[src/rtl/ilim_cot_pkg.sv]
package ilim_cot_pkg;

  typedef enum logic [1:0] {
    ST_DRIVE = 2'd0,
    ST_COOL  = 2'd1,
    ST_TRIP  = 2'd2
  } cot_state_e;

  // Converts a duration in ns to whole clock cycles, never below one.
  function automatic int unsigned ns_to_cycles(input int unsigned mhz, input int unsigned ns);
    int unsigned c;
    c = (mhz * ns) / 1000;
    return (c == 0) ? 1 : c;
  endfunction

endpackage

[src/rtl/cot_flag_filter.sv]
module cot_flag_filter #(
  parameter int unsigned N = 4
) (
  input  logic         clk,
  input  logic         rst,
  input  logic [N-1:0] raw,
  output logic [N-1:0] clean
);

  for (genvar g = 0; g < N; g++) begin : g_bit
    logic s0, s1, q;
    always_ff @(posedge clk) begin
      if (rst) begin
        s0 <= 1'b0;
        s1 <= 1'b0;
        q  <= 1'b0;
      end else begin
        s0 <= raw[g];
        s1 <= s0;
        if (s0 == s1) q <= s1;
      end
    end
    assign clean[g] = q;
  end

endmodule

[src/rtl/cot_interval_timer.sv]
module cot_interval_timer #(
  parameter int unsigned LOAD = 7
) (
  input  logic clk,
  input  logic rst,
  input  logic load,
  output logic busy
);

  localparam int unsigned W = $clog2(LOAD + 2);
  localparam logic [W-1:0] LOAD_V = W'(LOAD);

  logic [W-1:0] cnt;

  always_ff @(posedge clk) begin
    if (rst)              cnt <= '0;
    else if (load)        cnt <= LOAD_V;
    else if (cnt != '0)   cnt <= cnt - W'(1);
  end

  assign busy = (cnt != '0);

endmodule

[src/rtl/cot_sequencer.sv]
module cot_sequencer
  import ilim_cot_pkg::*;
(
  input  logic clk,
  input  logic rst,
  input  logic ilim_f,
  input  logic short_f,
  input  logic stb,
  input  logic blank_busy,
  input  logic off_busy,
  output logic off_load,
  output logic restart,
  output logic bridge_off,
  output logic sc_pulse
);

  cot_state_e st, st_n;
  logic pulse_n;
  logic blanking;

  assign blanking = stb | blank_busy;

  always_comb begin
    st_n     = st;
    off_load = 1'b0;
    restart  = 1'b0;
    pulse_n  = 1'b0;
    unique case (st)
      ST_DRIVE: begin
        if (short_f) begin
          st_n    = ST_TRIP;
          pulse_n = 1'b1;
        end else if (ilim_f && !blanking) begin
          st_n     = ST_COOL;
          off_load = 1'b1;
        end
      end
      ST_COOL: begin
        if (short_f) begin
          st_n    = ST_TRIP;
          pulse_n = 1'b1;
        end else if (!off_busy) begin
          st_n    = ST_DRIVE;
          restart = 1'b1;
        end
      end
      ST_TRIP: begin
        if (!short_f) begin
          st_n    = ST_DRIVE;
          restart = 1'b1;
        end
      end
      default: st_n = ST_DRIVE;
    endcase
  end

  always_ff @(posedge clk) begin
    if (rst) begin
      st         <= ST_DRIVE;
      bridge_off <= 1'b0;
      sc_pulse   <= 1'b0;
    end else begin
      st         <= st_n;
      bridge_off <= (st_n != ST_DRIVE);
      sc_pulse   <= pulse_n;
    end
  end

endmodule

[src/rtl/ilim_cot_ctrl.sv]
module ilim_cot_ctrl #(
  parameter int unsigned CLK_MHZ  = 50,
  parameter int unsigned OFF_NS   = 20000,
  parameter int unsigned BLANK_NS = 16500
) (
  input  logic clk,
  input  logic rst,
  input  logic i_lim_hit,
  input  logic i_short_hs,
  input  logic i_short_ls,
  input  logic i_temp_fold,
  input  logic i_out_edge,
  output logic o_tristate,
  output logic o_thr_low,
  output logic o_sc_pulse
);

  localparam int unsigned OFF_CYC   = ilim_cot_pkg::ns_to_cycles(CLK_MHZ, OFF_NS);
  localparam int unsigned BLANK_CYC = ilim_cot_pkg::ns_to_cycles(CLK_MHZ, BLANK_NS);
  localparam int unsigned NFLAG     = 4;

  logic [NFLAG-1:0] flags_raw, flags_f;
  logic off_load, restart, off_busy, blank_busy;

  assign flags_raw = {i_temp_fold, i_short_ls, i_short_hs, i_lim_hit};

  cot_flag_filter #(.N(NFLAG)) u_filt (
    .clk   (clk),
    .rst   (rst),
    .raw   (flags_raw),
    .clean (flags_f)
  );

  cot_interval_timer #(.LOAD(OFF_CYC - 1)) u_off_tmr (
    .clk  (clk),
    .rst  (rst),
    .load (off_load),
    .busy (off_busy)
  );

  cot_interval_timer #(.LOAD(BLANK_CYC - 1)) u_blank_tmr (
    .clk  (clk),
    .rst  (rst),
    .load (i_out_edge | restart),
    .busy (blank_busy)
  );

  cot_sequencer u_seq (
    .clk        (clk),
    .rst        (rst),
    .ilim_f     (flags_f[0]),
    .short_f    (flags_f[1] | flags_f[2]),
    .stb        (i_out_edge),
    .blank_busy (blank_busy),
    .off_busy   (off_busy),
    .off_load   (off_load),
    .restart    (restart),
    .bridge_off (o_tristate),
    .sc_pulse   (o_sc_pulse)
  );

  always_ff @(posedge clk) begin
    if (rst) o_thr_low <= 1'b0;
    else     o_thr_low <= flags_f[3];
  end

endmodule

[config.mk]
export PLATFORM = sky130hd
export DESIGN_NAME = ilim_cot_ctrl
export DESIGN_NICKNAME = d
export VERILOG_FILES = /design/src/rtl/ilim_cot_pkg.sv /design/src/rtl/cot_flag_filter.sv /design/src/rtl/cot_interval_timer.sv /design/src/rtl/cot_sequencer.sv /design/src/rtl/ilim_cot_ctrl.sv
export SDC_FILE = /design/constraint.sdc
export NUM_CORES = 1
export LEC_CHECK = 0
export ABC_AREA = 1
export BUFFER_PORTS_ARGS = -buffer_cell sky130_fd_sc_hd__buf_4
export CORE_UTILIZATION = 40
export CTS_CLUSTER_DIAMETER = 40
export DETAILED_ROUTE_END_ITERATION = 10
export PLACE_DENSITY = 0.56
export REMOVE_ABC_BUFFERS = 1
export SETUP_SLACK_MARGIN = 0.02
export SLEW_MARGIN = 30
export SYNTH_ARGS = -nofsm -noshare
export SYNTH_HDL_FRONTEND = slang
export SYNTH_SLANG_ARGS = --single-unit
[constraint.sdc]
create_clock -name clk -period 3.8 [get_ports clk]
set_clock_uncertainty 0.1 [all_clocks]
set_input_delay 0.76 -clock clk [delete_from_list [all_inputs] [get_ports clk]]
set_output_delay 0.76 -clock clk [all_outputs]
set_load 0.005 [all_outputs]
Word-level counts from Yosys, hierarchy flattened
Cells that the tools add are included.
W data, S select, Z words.

cells by class
  muxes and demuxes = 18
  equal/unequal tests = 6
  bitwise logic cells = 4
  reduce and logical (&&, ||, !) cells = 12
  add/sub/neg operators = 2

operator list
  kind                     count
  $mux W10                 4
  $reduce_bool A10 Y1      2
  $sub A10 B1 Y10 const B  2
  $mux W2                  5
  $reduce_or A2 Y1         4
  $mux W1                  7
  $pmux W2 S3              1
  $reduce_bool A2 Y1       3
  $eq A1 B1 Y1             4
  $or A1 B1 Y1             3
  $eq A2 B1 Y1 const B     1
  $eq A2 B2 Y1 const B     1
  $logic_not A2 Y1         1
  $pmux W1 S2              1
  $logic_and A1 B1 Y1      1
  $logic_not A1 Y1         1
  $not A1 Y1               1

word-level totals
  bits in registers = 37
  bits of input ports = 7
  word-level logic and storage cells = 62

Logic depth before layout (Yosys ltp)
Gate-level depths: netlist of the first run.

  word-level depth = 8
  mapped depth = 11
  gate-level depth less buffers = 11

Hierarchy
A second synthesis of the first run with hierarchy kept.

unflattened totals
  cells, all modules = 256
  area, all modules = 1886.8 µm²

by module, submodules not included
  module                            area an instance (µm²)  times used  cells an instance
  cot_interval_timer (u_blank_tmr)  580.6                   1           84
  cot_interval_timer (u_off_tmr)    565.5                   1           80
  cot_flag_filter                   432.9                   1           46
  cot_sequencer                     255.2                   1           37
  ilim_cot_ctrl                     52.6                    1           9

Least setup slack after synthesis of the first run
OpenSTA, ideal clock, no wires.

  kind = input -> register
  start = in rst
  end = reg u_filt.g_bit[1].q
  setup slack = 2.173 ns
  library setup time = 0.065 ns
  arrival = 1.462 ns
  data required time = 3.635 ns
  stages on the path = 5
  path through = clkbuf_1 inv_1 clkbuf_1 o21ai_0 nor2_1

RTL lines
  element                 line                   RTL
  start: declaration      ilim_cot_ctrl.sv:7     input logic rst,
  end signal: assignment  cot_flag_filter.sv:16  q <= 1'b0;
  end signal: assignment  cot_flag_filter.sv:20  if (s0 == s1) q <= s1;
  end: declaration        cot_flag_filter.sv:11  logic s0, s1, q;

Worst setup path after layout of the first run
  start = reg u_off_tmr.cnt[0]
  end = reg u_blank_tmr.cnt[7]

between the ends
  word-level cells in the longest chain between the ends = 6

RTL lines
  element                     line                      RTL
  start: declaration          cot_interval_timer.sv:13  logic [W-1:0] cnt;
  start signal: assignment    cot_interval_timer.sv:18  else if (cnt != '0) cnt <= cnt - W'(1);
  $reduce_bool A10 Y1         cot_interval_timer.sv:21  assign busy = (cnt != '0);
  $mux W1                     cot_sequencer.sv:42       end else if (!off_busy) begin
  $mux W1                     cot_sequencer.sv:39       if (short_f) begin
  $pmux W1 S2                 cot_sequencer.sv:28       unique case (st)
  $or A1 B1 Y1                ilim_cot_ctrl.sv:44       .load (i_out_edge | restart),
  $reduce_or A2 Y1 (no line)  -
  end signal: assignment      cot_interval_timer.sv:18
  end: declaration            cot_interval_timer.sv:13

Every way passes these cells.
A chain may end at the register's enable or synchronous reset.

==> flow_summary_export.csv, run 1 <==
group,metric,value,unit
outcome,status,"completed",
cts,cts.sinks,37,
sta,slew_viol_final,0,
sta,hold_violations,0,
cts,clkLatencyLatePin,290,ps
routing,viasPerCell,4.49,
routing,postRouteWirelength,3250,um
critical_path,worstPathCellList,"inv_1 -> ha_1 -> nand2_1 -> nor2_1 -> nand2_2 -> nand2_1 -> nand2_1 -> nand3_1 -> a21oi_1",
sta,max_slew_margin,0.793,
synthesis,netlist_top_cells_count,"52 x inv_1, 51 x nand2_1, 41 x nor2_1, 37 x dfxtp_1, 28 x nand3_1",
sta,tightestPinTransition,311,ps
sta,setup_tns,0,ps
placement,dp.final_hpwl,2430,um
sta,finalSetupViolCount,0,
die,start_util,0.420,
placement,place_congestion,0.811,
critical_path,critPathSlowestCell,"dfxtp_1",
critical_path,reg2reg_slack,2030,ps
critical_path,path_common_cell,"nand2_1",
pwr,ir_drop,0.246,mV
cells_and_area,multiInputGateArea,890,sq um
critical_path,path_max_fanout,15,
synthesis,synth_top_cell_area_share,0.400,
cells_and_area,fin_cells,331,
cts,hold_buffers,0,
cells_and_area,drive_above_1_share,0.108,
critical_path,cp_slowest_stage_delay,310,ps
synthesis,synth_cells,267,
synthesis,synth_top_family_by_area,"simple AND/OR/NAND/NOR gates",
die,io-pin-count,10,
sta,fin_crit,1770,ps
synthesis,async_reset_ff_frac,0,
die,die_x,70.1,um
sta,post-route-period-util,0.465,
die,row_count,24,
synthesis,ys_ff_latch,37,
critical_path,cp-end-kind,"register",
cts,h-tree-depth,2,
synthesis,yosys.area_share.xor_xnor,0.0142,
cts,cts_buffer_depth,2,
global_routing,grt_pass1_vias,1449,
synthesis,synth_edf_count,0,
cells_and_area,antenna-diode-count,0,
cells_and_area,seq_area,741,sq um
cts,post_cts_buffers,0,
pwr,p_per_area,586,nW/um^2
die,fp.coreArea,4410,sq um
synthesis,syn_area_per_cell,6.94,sq um
routing,firstDrtPassIters,4,
cells_and_area,postLayoutCoreUtil,0.471,
global_routing,antenna_found_initial,0,
placement,io_buffers,9,
synthesis,synth-compound-area-share,0.0770,
sta,rsz0062_at_grt,"no",
cells_and_area,syn_to_final_growth,12.2,%
routing,ant_nets,0,
synthesis,synth.mux.area_fraction,0,
synthesis,synth-simple-area-share,0.335,
global_routing,grt_pass1_wl,6020,um
routing,num_vias,1487,
synthesis,synth.distinct_cells,24,
critical_path,worstSetupPathType,"register to register",
global_routing,grt_use_total,0.155,
placement,dp_cells,323,
routing,drt_iter0_drc,52,
critical_path,cp.required,3920,ps
die,dieArea,4910,sq um
cells_and_area,layout.nets,293,
synthesis,synth_top_flop_cell,"dfxtp_1",
cts,cts_tree,"built",
synthesis,syn-cell-area,1850,sq um
synthesis,ys_seq_area_frac,0.400,
synthesis,synthAdderAreaFrac,0.0540,
cts,numCtsBuffers,5,
synthesis,yosysMostFrequentCell,"inv_1",
cts,root_buffer,"clkbuf_8",
global_routing,grt-ovfl-total,0,
synthesis,synth_area_leader_cell,"dfxtp_1",
pwr,power,1.22,mW
synthesis,synthTopCellsByArea,"dfxtp_1 40%, inv_1 11%, nand2_1 10%",
die,die_h,70.1,um
cts,clkTransAtPathRegs,70,ps
synthesis,synth_warnings,0,
critical_path,crit_path_start_kind,"register",
routing,drcViolationCount,0,
sta,max_freq,566,MHz
critical_path,arrival,1890,ps
cts,post_cts_resized,0,
routing,wire_per_inst,9.82,um
cells_and_area,fill_cells,446,
global_routing,grt_max_degree,20,
pwr,p_leak,1.06,nW
hold_path,min_path_type,"register to register",
run,maxCapViolCount,0,
==> power breakdown <==
group / internal [mW] / total, mW / switching [mW]
sequential: 0.440 / 0.472 / 0.0327
combinational: 0.149 / 0.395 / 0.245
clock: 0.213 / 0.351 / 0.138
==> kinds of logic (layout without fill, tap and decap cells) <==
| group | after synthesis | count (layout) |
|---|---|---|
| fa+ha+maj | 8 | 8 |
| xor+xnor | 3 | 3 |
| buf+inv | 57 | 69 |
| compound gates | 26 | 26 |
| simple gates | 136 | 136 |
| flops | 37 | 37 |
==> metal layers <==
| layer | vias to the layer above | share of wire | GRT usage |
|---|---|---|---|
| li1 | 842 | - | - |
| met3 | 5 | 0.030 | 0.0346 |
| met2 | 14 | 0.47 | 0.262 |
| met5 | - | 0 | 0 |
| met1 | 626 | 0.48 | 0.182 |
| met4 | 0 | 0.020 | 0.0800 |
==> metrics by stage <==
step                      worst slack (ps)  hold slack [ps]  area (sq um)
after floorplan                       2280              313          1830
after global placement                1990              326          1960
after detailed placement              1950              331          1960
after CTS                             2030              344          2080
after global routing                  1830              370          2080
final                                 2030              338          2080
==> layout by cell type (no fill, tap or decap), types with 2 or more instances in the layout <==
master,n
o21bai_1,2
nand2_2,2
nor2_4,2
nand2_1,51
nand3_1,28
buf_4,9
a21oi_1,16
ha_1,8
inv_1,52
nand3_2,4
nor2_2,3
dfxtp_1,37
clkbuf_8,6
o21ai_0,5
nor2_1,41
nand4_1,3
xor2_1,2
==> final timing paths <==
path                       from                 end  cells past startpoint
max            u_off_tmr.cnt[0]  u_blank_tmr.cnt[7]                      9
min          u_filt.g_bit[1].s0  u_filt.g_bit[1].s1                      2
max reg2reg    u_off_tmr.cnt[0]  u_blank_tmr.cnt[7]                      9
min reg2reg  u_filt.g_bit[1].s0  u_filt.g_bit[1].s1                      2
==> registers in the layout, indices dropped and copies added, names as in the netlist <==
register          flops
u_off_tmr.cnt        10
u_seq.sc_pulse        1
u_filt.g_bit.q        4
u_blank_tmr.cnt      10
u_filt.g_bit.s1       4
u_filt.g_bit.s0       4
u_seq.bridge_off      1
u_seq.st              2
o_thr_low             1
==> cell type report <==
class / instances / share of cell area
Inverter: 52 / 0.0939
Timing Repair Buffer: 9 / 0.0325
Tap cell: 52 / 0.0313
Clock inverter: 2 / 0.0181
Sequential cell: 37 / 0.356
Multi-Input combinational cell: 173 / 0.428
Clock buffer: 6 / 0.0397
==> critical path, delay by kind of cell (launching register included) <==
family	cells	cell delay, ps
DFF	1	310
AOI/OAI and AO/OA	1	180
and+or+nand+nor	6	820
adders and majority gates	1	200
buffers and inverters	1	80
Power figures use the tool's default switching activity.
==> run 2, diff against run 1 <==
- PLACE_DENSITY: 0.56 -> 0.58
- clock period: 3.8 -> 1.5 ns (I/O delays scaled with it)
==> run 2 against run 1 <==
Non-clock buffer count rose by 28; global-route usage rose by 0.77 points; maximum frequency up 23%; cell count is 8.8% higher; utilization grew 9.8 points; die area stayed put; via count is 15% higher; final area up 21%; clock power rose to 2.9 times the previous value; flip-flop and latch count is the same; setup slack worse by 2000 ps; largest power group is now combinational cells.
==> flow_summary_export.csv, run 2 (synthesis results as in run 1) <==
group,metric,value,unit
global_routing,grt_use_total,0.162,
placement,placed_area,2110,sq um
cts,h-tree-depth,2,
critical_path,cp.depth,9,
cells_and_area,seq_area,749,sq um
cells_and_area,fill_cells,396,
critical_path,critPathSlowestCell,"dfxtp_2",
pwr,p_switching,1.24,mW
critical_path,endpoint,"u_off_tmr.cnt[5]",
routing,drcViolationCount,0,
critical_path,reg2reg_slack,60,ps
sta,slew_viol_final,0,
global_routing,grt_max_degree,13,
cts,cts_buffer_depth,2,
cts,cts.sinks,37,
pwr,pwr-share-comb,0.388,
global_routing,grt_pass1_vias,1539,
routing,num_vias,1715,
critical_path,path_max_fanout,5,
die,io-pin-count,10,
die,fp.coreArea,4410,sq um
cts,root_buffer,"clkbuf_8",
run,maxCapViolCount,0,
die,row_count,24,
critical_path,rr_startpoint,"u_blank_tmr.cnt[1]",
critical_path,cp-startpoint,"u_blank_tmr.cnt[1]",
global_routing,grt-ovfl-total,0,
critical_path,cp_slowest_stage_delay,330,ps
global_routing,grt_pass1_wl,6350,um
critical_path,crit_path_start_kind,"register",
global_routing,antenna_found_initial,0,
pwr,p_int,2.41,mW
critical_path,cp.required,1640,ps
sta,hold_violations,0,
critical_path,timing.rr.end,"u_off_tmr.cnt[5]",
sta,max_slew_margin,0.747,
critical_path,worstPathCellList,"inv_2 -> ha_4 -> nand3_2 -> nor2_4 -> buf_4 -> nand3_2 -> nand3_1 -> nand2_1 -> inv_1",
routing,ant_nets,0,
cells_and_area,syn_to_final_growth,35.4,%
critical_path,critical_path.top_delay_family,"simple AND/OR/NAND/NOR gates",
critical_path,cp-end-kind,"register",
cts,clkTransAtPathRegs,70,ps
cts,cts_tree,"built",
critical_path,arrival,1570,ps
sta,finalSetupViolCount,0,
sta,whs,107,ps
pwr,swShare,0.339,
pwr,p_leak,1.24,nW
critical_path,worstSetupPathType,"register to register",
cells_and_area,final_common_cell,"nand2_1",
outcome,status,"completed",
cells_and_area,layout.nets,322,
routing,postRouteWirelength,3850,um
die,die_x,70.1,um
critical_path,reg2reg_depth,9,
cts,clkLatencyLatePin,290,ps
die,die_h,70.1,um
sta,post-route-period-util,0.959,
cts,numCtsBuffers,5,
routing,firstDrtPassIters,4,
placement,place_congestion,0.804,
cells_and_area,antenna-diode-count,0,
routing,drt_iter0_drc,106,
sta,rsz0062_at_grt,"yes",
pwr,seqPwrFrac,0.334,
pwr,ir_drop,0.940,mV
hold_path,min_path_type,"input port to register",
cells_and_area,top_regs,"u_blank_tmr.cnt x10, u_off_tmr.cnt x10",
critical_path,path_common_cell,"nand3_2",
placement,dp.final_hpwl,2650,um
critical_path,critical_path_buf_inv_count,3,
cells_and_area,multiInputGateArea,1080,sq um
sta,tightestPinTransition,378,ps
cells_and_area,final_cell_mix,"45 x nand2_1, 44 x inv_1, 34 x buf_4",
die,start_util,0.420,
routing,wire_per_inst,10.7,um
sta,fin_crit,1440,ps
cts,hold_buffers,0,
sta,max_freq,695,MHz
routing,viasPerCell,4.76,
die,dieArea,4910,sq um
pwr,power,3.64,mW
hold_path,hold_path_startpoint,"i_lim_hit",
sta,setup_tns,0,ps
placement,io_buffers,9,
cells_and_area,drive_above_1_share,0.325,
pwr,p_per_area,1450,nW/um^2
placement,dp_cells,343,
cells_and_area,stdcell_area,2510,sq um
pwr,clockPowerShare,0.278,
cells_and_area,fin_cells,360,
run 2: cell types whose count changed in the layout (fill, tap and decap cells not counted), sizes merged:
cell,before,now
clkinvlp,1,0
clkbuf,6,5
buf,9,37
clkinv,0,1
nand3,33,34
bufinv,1,2
run 2: per-layer routing:
layer / global-route usage / vias up / wire length [um]
li1: - / 906 / -
met1: 0.187 / 783 / 1690
met2: 0.286 / 21 / 1980
met3: 0.0519 / 5 / 139
met4: 0.0467 / 0 / 45
met5: 0 / - / 0
run 2: worst min-delay path by stage:
stage,end,depth (start not counted)
3_5_place_dp,u_filt.g_bit[2].s1,2
5_1_grt,u_filt.g_bit[0].s0,3
4_1_cts,u_filt.g_bit[0].s0,3
3_3_place_gp,u_filt.g_bit[1].s1,2
6_report,u_filt.g_bit[0].s0,3
2_1_floorplan,u_off_tmr.cnt[6],1
run 2: metrics by stage:
stage                      util  setup WS (ps)
final                     0.569           61.9
after global routing      0.569          -6.03
after CTS                 0.518           25.5
after detailed placement  0.478          -44.1
after global placement    0.478           2.94
after floorplan               -           25.2
run 2: area by class of cell:
| cell class | count | share of cell area |
|---|---|---|
| Clock inverter | 3 | 0.0259 |
| Clock buffer | 5 | 0.0274 |
| Sequential cell | 37 | 0.299 |
| Multi-Input combinational cell | 174 | 0.429 |
| Inverter | 52 | 0.0778 |
| Tap cell | 52 | 0.0259 |
| Timing Repair Buffer | 37 | 0.115 |
run 2: power groups by stage:
| stage | Combinational (mW) | Clock, mW | Sequential [mW] |
|---|---|---|---|
| 2_1_floorplan | 0.827 | 0 | 1.20 |
| 3_3_place_gp | 1.11 | 0 | 1.21 |
| 3_5_place_dp | 1.12 | 0 | 1.22 |
| 4_1_cts | 1.14 | 1.04 | 1.20 |
| 5_1_grt | 1.57 | 1.08 | 1.23 |
| 6_report | 1.41 | 1.01 | 1.22 |
run 2: what timing repair did:
action / 4_1_cts / 5_1_grt
setup endpoints to repair: 19 / 22
setup buffers: 2 / 6
resized for setup: 13 / 47
cloned: 0 / 1
pin swaps: 2 / 10
run 2: worst reg2reg max path, cell delays in order, from the launching register on:
cell and delay, ps:
dfxtp_2 330, inv_2 70, ha_4 140, nand3_2 90, nor2_4 150, buf_4 140
nand3_2 140, nand3_1 130, nand2_1 50, inv_1 40
